$ cat src/rtl/cld_pkg.sv
package cld_pkg;

    typedef enum logic [1:0] {
        ST_SEARCH = 2'd0,
        ST_VERIFY = 2'd1,
        ST_SWEEP  = 2'd2,
        ST_LOCK   = 2'd3
    } lk_state_t;

    typedef struct packed {
        logic ph_ovf;
        logic fl_ovf;
        logic roll;
    } period_evt_t;

    function automatic logic uses_track(lk_state_t s);
        return (s == ST_VERIFY) || (s == ST_LOCK);
    endfunction

endpackage

$ cat src/rtl/cld_accum.sv
module cld_accum #(
    parameter int ERR_W = 8,
    parameter int ACC_W = 10
) (
    input  logic                    clk,
    input  logic                    rst,
    input  logic                    load,
    input  logic                    en,
    input  logic [ACC_W-1:0]        preload,
    input  logic signed [ERR_W-1:0] err,
    output logic [ACC_W-1:0]        acc,
    output logic                    ovf
);
    localparam int MAG_W = ERR_W - 1;
    localparam int SUM_W = ACC_W + 1;
    localparam logic [MAG_W-1:0] MAG_MAX = '1;

    logic [MAG_W-1:0] mag;
    logic [SUM_W-1:0] sum;

    always_comb begin
        if (!err[ERR_W-1])
            mag = err[MAG_W-1:0];
        else if (err[MAG_W-1:0] == '0)
            mag = MAG_MAX;
        else
            mag = MAG_W'(-err);
    end

    assign sum = {1'b0, acc} + SUM_W'(mag);
    assign ovf = en && sum[ACC_W];

    always_ff @(posedge clk) begin
        if (rst || load)
            acc <= preload;
        else if (en)
            acc <= sum[ACC_W-1:0];
    end


    idle_hold_chk: assert property (@(posedge clk) disable iff (rst)
        (!en && !load) |=> $stable(acc));

endmodule

$ cat src/rtl/cld_intcnt.sv
module cld_intcnt #(
    parameter int CNT_W = 6
) (
    input  logic             clk,
    input  logic             rst,
    input  logic             clr,
    input  logic             en,
    input  logic [CNT_W-1:0] period,
    output logic [CNT_W-1:0] cnt,
    output logic             roll
);
    assign roll = en && (cnt == period - CNT_W'(1));

    always_ff @(posedge clk) begin
        if (rst || clr)
            cnt <= '0;
        else if (en)
            cnt <= roll ? '0 : cnt + CNT_W'(1);
    end

endmodule

$ cat src/rtl/cld_seq.sv
module cld_seq
    import cld_pkg::*;
#(
    parameter int DWELL_W = 3
) (
    input  logic               clk,
    input  logic               rst,
    input  logic               smp_valid,
    input  logic               ext_mode,
    input  logic               init_cmd,
    input  period_evt_t        evt,
    input  logic [DWELL_W-1:0] verify_n,
    input  logic [DWELL_W-1:0] sweep_n,
    output lk_state_t          state,
    output logic               acc_en,
    output logic               restart,
    output logic               sel_next_trk,
    output logic               hold,
    output logic               int_pulse,
    output logic               locked,
    output logic               sweep_en,
    output logic               track_sel
);
    localparam int DW1 = DWELL_W + 1;

    lk_state_t          nxt;
    logic [DWELL_W-1:0] dwell, dwell_nxt;
    logic               evt_auto;
    logic [DW1-1:0]     dwell_inc;

    assign acc_en    = smp_valid && !hold && !init_cmd;
    assign dwell_inc = DW1'(dwell) + DW1'(1);

    always_comb begin
        nxt       = state;
        evt_auto  = 1'b0;
        dwell_nxt = dwell;
        if (!ext_mode && acc_en) begin
            case (state)
                ST_SEARCH: begin
                    if (evt.ph_ovf) begin
                        evt_auto = 1'b1;
                    end else if (evt.roll) begin
                        evt_auto = 1'b1;
                        nxt      = ST_VERIFY;
                    end
                end
                ST_VERIFY: begin
                    if (evt.ph_ovf) begin
                        evt_auto = 1'b1;
                        nxt      = ST_SEARCH;
                    end else if (evt.fl_ovf) begin
                        evt_auto = 1'b1;
                        nxt      = ST_SWEEP;
                    end else if (evt.roll) begin
                        evt_auto = 1'b1;
                        if (dwell_inc >= DW1'(verify_n))
                            nxt = ST_LOCK;
                        else
                            dwell_nxt = dwell + DWELL_W'(1);
                    end
                end
                ST_SWEEP: begin
                    if (evt.roll) begin
                        evt_auto = 1'b1;
                        if (dwell_inc >= DW1'(sweep_n))
                            nxt = ST_SEARCH;
                        else
                            dwell_nxt = dwell + DWELL_W'(1);
                    end
                end
                ST_LOCK: begin
                    if (evt.ph_ovf) begin
                        evt_auto = 1'b1;
                        nxt      = ST_SEARCH;
                    end else if (evt.roll) begin
                        evt_auto = 1'b1;
                    end
                end
                default: nxt = ST_SEARCH;
            endcase
        end
        if (nxt != state)
            dwell_nxt = '0;
    end

    assign restart      = init_cmd || evt_auto;
    assign sel_next_trk = rst ? 1'b0 : uses_track(nxt);
    assign locked       = (state == ST_LOCK);
    assign sweep_en     = (state == ST_SEARCH) || (state == ST_SWEEP);
    assign track_sel    = uses_track(state);

    always_ff @(posedge clk) begin
        if (rst) begin
            state     <= ST_SEARCH;
            dwell     <= '0;
            hold      <= 1'b0;
            int_pulse <= 1'b0;
        end else begin
            state     <= nxt;
            dwell     <= dwell_nxt;
            int_pulse <= ext_mode && acc_en && evt.roll;
            if (init_cmd || !ext_mode)
                hold <= 1'b0;
            else if (acc_en && evt.roll)
                hold <= 1'b1;
        end
    end


    lock_drop_chk: assert property (@(posedge clk) disable iff (rst)
        (state == ST_LOCK && !ext_mode && acc_en && evt.ph_ovf) |=> (state == ST_SEARCH && !locked));


    false_lock_chk: assert property (@(posedge clk) disable iff (rst)
        (state == ST_VERIFY && !ext_mode && acc_en && evt.fl_ovf && !evt.ph_ovf) |=> (state == ST_SWEEP));


    lock_entry_chk: assert property (@(posedge clk) disable iff (rst)
        $rose(locked) |-> ($past(state) == ST_VERIFY));


    int_single_chk: assert property (@(posedge clk) disable iff (rst)
        int_pulse |=> !int_pulse);


    ext_frozen_chk: assert property (@(posedge clk) disable iff (rst)
        ext_mode |=> $stable(state));

endmodule

$ cat src/rtl/carrier_lock_fsm.sv
module carrier_lock_fsm
    import cld_pkg::*;
#(
    parameter int ERR_W   = 8,
    parameter int ACC_W   = 10,
    parameter int CNT_W   = 6,
    parameter int DWELL_W = 3
) (
    input  logic                    clk,
    input  logic                    rst,
    input  logic                    smp_valid,
    input  logic signed [ERR_W-1:0] phase_err,
    input  logic signed [ERR_W-1:0] freq_err,
    input  logic                    ext_mode,
    input  logic                    init_cmd,
    input  logic [ACC_W-1:0]        acq_phase_pre,
    input  logic [ACC_W-1:0]        trk_phase_pre,
    input  logic [ACC_W-1:0]        acq_fl_pre,
    input  logic [ACC_W-1:0]        trk_fl_pre,
    input  logic [CNT_W-1:0]        acq_period,
    input  logic [CNT_W-1:0]        trk_period,
    input  logic [DWELL_W-1:0]      verify_n,
    input  logic [DWELL_W-1:0]      sweep_n,
    output logic                    locked,
    output logic                    sweep_en,
    output logic                    track_sel,
    output logic                    int_pulse,
    output logic [ACC_W-1:0]        phase_acc,
    output logic [ACC_W-1:0]        fl_acc,
    output logic [1:0]              state_out
);
    lk_state_t        state;
    period_evt_t      evt;
    logic             acc_en, restart, sel_next_trk, hold;
    logic             ph_ovf, fl_ovf, roll;
    logic [ACC_W-1:0] ph_pre, fl_pre;
    logic [CNT_W-1:0] period, cnt;

    assign ph_pre = sel_next_trk ? trk_phase_pre : acq_phase_pre;
    assign fl_pre = sel_next_trk ? trk_fl_pre    : acq_fl_pre;
    assign period = track_sel    ? trk_period    : acq_period;
    assign evt    = '{ph_ovf: ph_ovf, fl_ovf: fl_ovf, roll: roll};
    assign state_out = state;

    cld_accum #(.ERR_W(ERR_W), .ACC_W(ACC_W)) u_ph_acc (
        .clk(clk), .rst(rst), .load(restart), .en(acc_en),
        .preload(ph_pre), .err(phase_err), .acc(phase_acc), .ovf(ph_ovf)
    );

    cld_accum #(.ERR_W(ERR_W), .ACC_W(ACC_W)) u_fl_acc (
        .clk(clk), .rst(rst), .load(restart), .en(acc_en),
        .preload(fl_pre), .err(freq_err), .acc(fl_acc), .ovf(fl_ovf)
    );

    cld_intcnt #(.CNT_W(CNT_W)) u_cnt (
        .clk(clk), .rst(rst), .clr(restart), .en(acc_en),
        .period(period), .cnt(cnt), .roll(roll)
    );

    cld_seq #(.DWELL_W(DWELL_W)) u_seq (
        .clk(clk), .rst(rst), .smp_valid(smp_valid), .ext_mode(ext_mode),
        .init_cmd(init_cmd), .evt(evt), .verify_n(verify_n), .sweep_n(sweep_n),
        .state(state), .acc_en(acc_en), .restart(restart),
        .sel_next_trk(sel_next_trk), .hold(hold), .int_pulse(int_pulse),
        .locked(locked), .sweep_en(sweep_en), .track_sel(track_sel)
    );


    restart_clear_chk: assert property (@(posedge clk) disable iff (rst)
        restart |=> (cnt == '0));


    held_accum_chk: assert property (@(posedge clk) disable iff (rst)
        (hold && !init_cmd) |=> ($stable(phase_acc) && $stable(fl_acc)));

endmodule

$ cat config.mk
export PLATFORM = sky130hd
export DESIGN_NAME = carrier_lock_fsm
export DESIGN_NICKNAME = d
export VERILOG_FILES = /design/src/rtl/cld_pkg.sv /design/src/rtl/cld_accum.sv /design/src/rtl/cld_intcnt.sv /design/src/rtl/cld_seq.sv /design/src/rtl/carrier_lock_fsm.sv
export SDC_FILE = /design/constraint.sdc
export NUM_CORES = 1
export LEC_CHECK = 0
export BUFFER_PORTS_ARGS = -buffer_cell sky130_fd_sc_hd__buf_2
export CORE_MARGIN = 5
export CORE_UTILIZATION = 53
export CTS_BUF_LIST = sky130_fd_sc_hd__clkbuf_8 sky130_fd_sc_hd__clkbuf_16
export DETAILED_ROUTE_END_ITERATION = 7
export GPL_TIMING_DRIVEN = 0
export PLACE_DENSITY = 0.79
export SLEW_MARGIN = 25
export SYNTH_ARGS = -nofsm -noshare
export SYNTH_HDL_FRONTEND = slang
export SYNTH_HIERARCHICAL = 1
export SYNTH_SLANG_ARGS = --single-unit
$ cat constraint.sdc
create_clock -name clk -period 5.6 [get_ports clk]
set_input_delay 0.56 -clock clk [delete_from_list [all_inputs] [get_ports clk]]
set_output_delay 0.56 -clock clk [all_outputs]
set_load 0.05 [all_outputs]
==> results of run 1 <==
## routing by layer
metal | vias up | wire length (um) | GRT usage (%)
li1 | 1668 | - | -
met1 | 1516 | 3470 | 24.3
met4 | 0 | 123 | 4.65
met3 | 13 | 659 | 3.88
met2 | 124 | 4250 | 36.4
met5 | - | 0 | 0
## flip-flops by register name, summed over array words and instances (netlist names)
register / count
u_fl_acc/acc: 10
u_seq/int_pulse: 1
u_seq/dwell: 3
u_cnt/cnt: 6
u_ph_acc/acc: 10
u_seq/state: 2
u_seq/hold: 1
## cell usage after synthesis, types with 7 or more instances
library cell / instances
a21oi_1: 25
xnor2_1: 16
inv_1: 23
nand3_1: 7
mux2_4: 20
nand2_1: 48
nor2_1: 14
edfxtp_1: 20
ha_1: 29
o21ai_0: 34
dfxtp_1: 13
xor2_1: 16
o31ai_1: 7
## worst paths after layout
kind                                  to  depth (start not counted)
max            u_fl_acc/acc[3]$_DFFE_PP_                         21
min              u_seq/hold$_SDFFE_PP0P_                          2
min reg2reg  u_seq/dwell[2]$_SDFFE_PP0P_                          2
max reg2reg    u_fl_acc/acc[3]$_DFFE_PP_                         20
## cell usage in the layout, fill, tap and decap left out, types with 13 or more instances in the layout
cell type  Yosys  final
edfxtp_1      20     20
xor2_1        16     16
mux2_4        20     20
nor2_1        14     14
inv_1         23     26
dfxtp_1       13     13
ha_1          29     29
buf_2          1    103
o21ai_0       34     34
xnor2_1       16     16
a21oi_1       25     25
nand2_1       48     48
## where the power goes
part / total [mW] / switching [mW] / internal [mW]
clock: 0.168 / 0.0849 / 0.0829
sequential: 0.299 / 0.0154 / 0.284
combinational: 0.357 / 0.221 / 0.136
## logic make-up after synthesis
logic type	count (synthesis)	synth area share [%]
multiplexers	28	11.1
XOR/XNOR	32	7.99
adder cells (fa/ha/maj)	31	11.5
AO/OA/AOI/OAI	111	20.4
flip-flops	33	24.5
buffers and inverters	38	5.39
AND/OR/NAND/NOR	119	19.2
## layout make-up
class / instances / area (um^2)
fillers: 569 / 2190
well taps: 77 / 96.3
inverters: 25 / 93.8
clock buffers: 5 / 68.8
flip-flops and latches: 33 / 861
clock inverters: 3 / 11.3
plain buffers: 13 / 95.1
repair buffers: 102 / 510
multi-input cells: 321 / 2460
## worst max-delay path, delay by kind of cell
kind	cells	cell delay [ps]
AND/OR/NAND/NOR	8	2070
AO/OA/AOI/OAI	6	1150
buffers and inverters	5	960
adder cells (fa/ha/maj)	2	590
==> reports/summary.md, run 1 <==
* **cells resized by post-CTS repair** 0
* **status** finished, final reports clean
* **area of the core region** 6390 um^2
* **Slew Viols, Final** 0
* **worst-case setup slack after placement** 130 ps
* **top cell type's share of synthesized area** 17.1%
* **Total Negative Setup Slacks** 0 ps
* **Post-Place Cell Area** 4110 um^2
* **buffers inserted by post-CTS timing repair** 0
* **largest net degree at the start of global routing** 15
* **Synth Net Count** 502
* **Cells after Synth** 392
* **sequence of cells on the critical path** buf_2 > or3_1 > or3b_1 > or3b_1 > buf_6 > nand2_1 > ha_1 > inv_1 > fa_1 > nand2b_1 > a21o_1 > a31oi_1 > and4_1 > a21oi_1 > o21ai_0 > a21o_1 > or2_2 > clkbuf_1 > clkbuf_1 > nand2_1 > o21ai_0
* **crit path launch type** input port
* **Die X-Extent** 91.3 um
* **beginning of the worst hold path** init_cmd
* **reported max-cap violation count** 0
* **number of failing hold endpoints at the final stage** 0
* **per-cell routed wire length** 14.7 um
* **cell row count** 29
* **Iteration-0 DRC Markers** 250
* **synthesis warning total** 6
* **sum of net half-perimeters after detailed placement** 6.87 mm
* **wire length of the first global-routing pass** 14.3 mm
* **period utilization** 93.5%
* **total die area** 8340 um^2
* **final design area excluding fillers** 4190 um^2
* **overall power after layout** 0.824 mW
* **layout overhead on the synthesized area** 19.6%
* **critical path capture point type** register
* **clock latency on the worst-skew pair** 280 ps
* **cells taking the most area after synthesis** edfxtp_1 (17%), ha_1 (10%), mux2_4 (8.6%)
* **worst clock skew** 4.52 ps
* **detailed-routing iteration count for the pre-antenna-repair pass** 6
* **most area-hungry cell type in the Yosys netlist** edfxtp_1
* **time the worst path needs with I/O delays and setup** 5240 ps
* **worst-case vdd ir drop** 0.140 mV
* **Worst R2R Setup Slack** 830 ps
* **die span in y** 91.3 um
* **critical-path maximum fanout** 10
* **wire length reported by the detailed router** 8.50 mm
* **number of input and output port buffers inserted** 102
* **starting utilization of the core area** 54.9%
* **cts-stage hold buffer count** 0
* **antenna violations before repair** 0
* **maximum clock rate** 0.191 GHz
* **number of CTS-inserted buffers** 5
* **Rel. slew slack** 54.6%
* **CTS H-tree depth** 2
* **number of distinct library cells after synthesis** 59
* **clock root buffer** clkbuf_8
* **post-CTS clock slew at the launch and capture registers of the worst setup and hold paths** 70 ps
* **share of synthesized registers carrying an async set or reset** 0%
* **least setup slack across all paths after layout** 362 ps
* **classification of the worst-slack hold path** input port to register
* **classification of the worst setup path** input port to register
* **GR Util All Layers** 20.0%
* **tightest hold margin** 504 ps
* **launch instance of the worst register-to-register path** u_seq/state[1]$_SDFF_PP0_
* **Top FF cell, synth** edfxtp_1
* **setup repair after global routing missed its margin** no
* **boundary pin count** 105
* **Sinks on Clock Net** 33
* **detailed-route vias per instance** 5.74
* **Pwr Density** 197 nW/um^2
* **routability congestion estimate** 0.897
* **Critical Path Start** freq_err[2]
* **antenna-violating nets left** 0
* **Worst-Margin Slew** 672 ps
* **master of the slowest instance on the critical path** or3b_1
* **Placed Cells** 571
* **critical path data required time** 5690 ps
* **final std cells w/o fill** 579
* **deepest clock path buffer count** 2
* **via count of the routed design** 3321
* **arrival time of the worst setup path** 5330 ps
* **clock tree from TritonCTS** built
* **sequential cell area fraction in the yosys report** 24.5%
* **post-synthesis register bit count** 33
* **count of flip-flops with a built-in enable after synthesis** 20
* **DRC violations left** 0
* **Antenna Cells** 0
* **utilization after layout** 65.7%
* **area of the mapped netlist** 3510 um^2
* **Worst path max stage delay** 400 ps
* **vias in the first global route** 3264
* **layout net count** 611
* **Post-Synthesis Mean Instance Area** 8.95 um^2
* **reported leakage power** 1.90 nW
* **remaining global-route overflow** 0
* **fraction of final layout cells with drive strength greater than 1** 31.5%
* **final number of setup-violating endpoints** 0
No activity file was read; power rests on OpenSTA's default activity.
==> inputs of run 2 (changes only) <==
- REMOVE_ABC_BUFFERS: not set -> 1
==> run 2 against run 1 <==
Against the previous run:
- clock-buffer cell count is the same
- final area shrank 0.87%
- global-route usage shrank 0.28 points
- routed wire length shrank 3.3%
- utilization shrank 0.57 points
- non-clock buffer count shrank 10
- sequential share of layout area grew 0.18 points
- worst setup slack lost 67 ps
- die area is the same
- largest cell class unchanged
- fmax shrank 1.3%
- via count shrank 1.6%
- total power grew 1.2%
==> reports/summary.md, run 2 (synthesis results as in run 1) <==
* **crit path launch type** input port, unchanged
* **GR Util All Layers** 19.8%, was 20.0%
* **Antenna Cells** 0, unchanged
* **worst-case setup slack after placement** 50.9 ps, was 130 ps
* **post-CTS clock slew at the launch and capture registers of the worst setup and hold paths** 70 ps, about the same
* **Slew Viols, Final** 0, unchanged
* **die span in y** 91.3 um, unchanged
* **final std cells w/o fill** 569, was 579
* **clock tree from TritonCTS** built, unchanged
* **remaining global-route overflow** 0, unchanged
* **antenna-violating nets left** 0, unchanged
* **Placed Cells** 561, was 571
* **Worst R2R Setup Slack** 710 ps, was 830 ps
* **number of input and output port buffers inserted** 104, was 102
* **clock latency on the worst-skew pair** 300 ps, was 280 ps
* **cells resized by post-CTS repair** 0, unchanged
* **period utilization** 94.7%, was 93.5%
* **most frequent standard cell in the layout excluding fill and tap cells** buf_2, unchanged
* **worst clock skew** 9.38 ps, was 4.52 ps
* **buffers inserted by post-CTS timing repair** 0, unchanged
* **vias in the first global route** 3245, was 3264
* **largest net degree at the start of global routing** 17, was 15
* **boundary pin count** 105, unchanged
* **deepest clock path buffer count** 2, unchanged
* **status** finished, final reports clean, unchanged
* **Sinks on Clock Net** 33, unchanged
* **wire length of the first global-routing pass** 13.9 mm, was 14.3 mm
* **fraction of final layout cells with drive strength greater than 1** 32.3%, was 31.5%
* **final number of setup-violating endpoints** 0, unchanged
* **number of CTS-inserted buffers** 5, unchanged
* **maximum clock rate** 0.188 GHz, was 0.191 GHz
* **Int Power** 0.504 mW, was 0.503 mW
* **starting utilization of the core area** 54.9%, unchanged
* **cell row count** 29, unchanged
* **via count of the routed design** 3267, was 3321
* **CTS H-tree depth** 2, unchanged
* **area of the core region** 6390 um^2, unchanged
* **reported leakage power** 1.87 nW, was 1.90 nW
* **routability congestion estimate** 0.863, was 0.897
* **antenna violations before repair** 0, unchanged
* **sum of net half-perimeters after detailed placement** 6.61 mm, was 6.87 mm
* **Die X-Extent** 91.3 um, unchanged
* **classification of the worst-slack hold path** input port to register, unchanged
* **clock group share of total power** 22.1%, was 20.3%
* **least setup slack across all paths after layout** 294 ps, was 362 ps
* **classification of the worst setup path** input port to register, unchanged
* **Iteration-0 DRC Markers** 124, was 250
* **DRC violations left** 0, unchanged
* **critical path capture point type** register, unchanged
* **largest registers ranked by flip-flop count** u_fl_acc/acc (10), u_ph_acc/acc (10), u_cnt/cnt (6), unchanged
* **number of failing hold endpoints at the final stage** 0, unchanged
* **sequential cell fraction of total power** 36.0%, was 36.3%
* **wire length reported by the detailed router** 8.23 mm, was 8.50 mm
* **setup repair after global routing missed its margin** no, unchanged
* **Fill cells** 578, was 569
* **layout overhead on the synthesized area** 18.6%, was 19.6%
* **detailed-routing iteration count for the pre-antenna-repair pass** 8, was 6
* **share of power burned in combinational logic** 41.9%, was 43.3%
* **most used cells in the layout excluding fill and tap cells** buf_2 (104), nand2_1 (48), o21ai_0 (34), was buf_2 (103), nand2_1 (48), o21ai_0 (34)
* **arrival time of the worst setup path** 5340 ps, was 5330 ps
* **Pwr Density** 201 nW/um^2, was 197 nW/um^2
* **reported max-cap violation count** 0, unchanged
* **critical-path maximum fanout** 13, was 10
* **Worst-Margin Slew** 748 ps, was 672 ps
* **critical path data required time** 5630 ps, was 5690 ps
* **fraction of power spent switching nets** 39.6%, was 39.0%
* **cts-stage hold buffer count** 0, unchanged
* **worst-case vdd ir drop** 0.163 mV, was 0.140 mV
* **overall power after layout** 0.835 mW, was 0.824 mW
* **layout net count** 601, was 611
* **detailed-route vias per instance** 5.74, about the same
* **per-cell routed wire length** 14.5 um, was 14.7 um
* **total die area** 8340 um^2, unchanged
* **time the worst path needs with I/O delays and setup** 5310 ps, was 5240 ps
* **Psw** 0.330 mW, was 0.322 mW
* **Rel. slew slack** 49.5%, was 54.6%
* **clock root buffer** clkbuf_8, unchanged
run 2: per-stage QoR:
step / TNS, ps / util (%) / hold slack [ps] / cell area (um^2)
2_1_floorplan: -11530 / - / 475 / 3410
3_3_place_gp: -15020 / 63.1 / 504 / 4030
3_5_place_dp: 0 / 63.8 / 505 / 4070
4_1_cts: 0 / 65.1 / 486 / 4160
5_1_grt: 0 / 65.1 / 516 / 4160
6_report: 0 / 65.1 / 499 / 4160
run 2: final cells by class:
class	count	area, um^2	share of cell area, %
flip-flops and latches	33	861	20.7
well taps	77	96.3	2.32
clock inverters	3	16.3	0.391
inverters	25	93.8	2.26
clock buffers	5	68.8	1.66
repair buffers	105	548	13.2
multi-input cells	321	2470	59.5
run 2: worst paths after layout:
kind / from / end / cells past startpoint
setup / recovery: freq_err[2] / u_fl_acc/acc[9]$_DFFE_PP_ / 20
hold / removal: init_cmd / u_seq/hold$_SDFFE_PP0P_ / 2
setup reg to reg: u_seq/state[1]$_SDFF_PP0_ / u_fl_acc/acc[9]$_DFFE_PP_ / 20
hold reg to reg: u_seq/dwell[1]$_SDFFE_PP0P_ / u_seq/dwell[1]$_SDFFE_PP0P_ / 2
run 2: metal layers:
| metal | track usage [%] | up-vias | share of wire (%) | wire length [um] |
|---|---|---|---|---|
| met5 | 0 | - | 0 | 0 |
| met4 | 6.85 | 0 | 1.1 | 94 |
| met3 | 4.63 | 8 | 7.3 | 603 |
| met2 | 33.8 | 101 | 48 | 3990 |
| met1 | 24.3 | 1508 | 43 | 3540 |
| li1 | - | 1650 | - | - |
run 2: power groups by stage:
stage	combinational [mW]	clock [mW]	sequential, mW
after CTS	0.350	0.190	0.300
after detailed placement	0.348	0	0.306
after global placement	0.339	0	0.306
final	0.350	0.185	0.300
after global routing	0.389	0.201	0.303
after floorplan	0.188	0	0.373
run 2: worst max-delay path: stages:
cell      delay [ps]
buf_2            120
or3_1            390
or3b_1           370
or3b_1           510
nand2_1          140
ha_1             210
inv_1             60
fa_1             380
nand2b_1         180
a21o_1           190
a31oi_1          250
and4_1           370
nor2b_1          120
and3_1           170
o21ai_0          370
a21oi_4          220
buf_16           210
mux2_4           300
nor2_1           120
a31oi_1           50
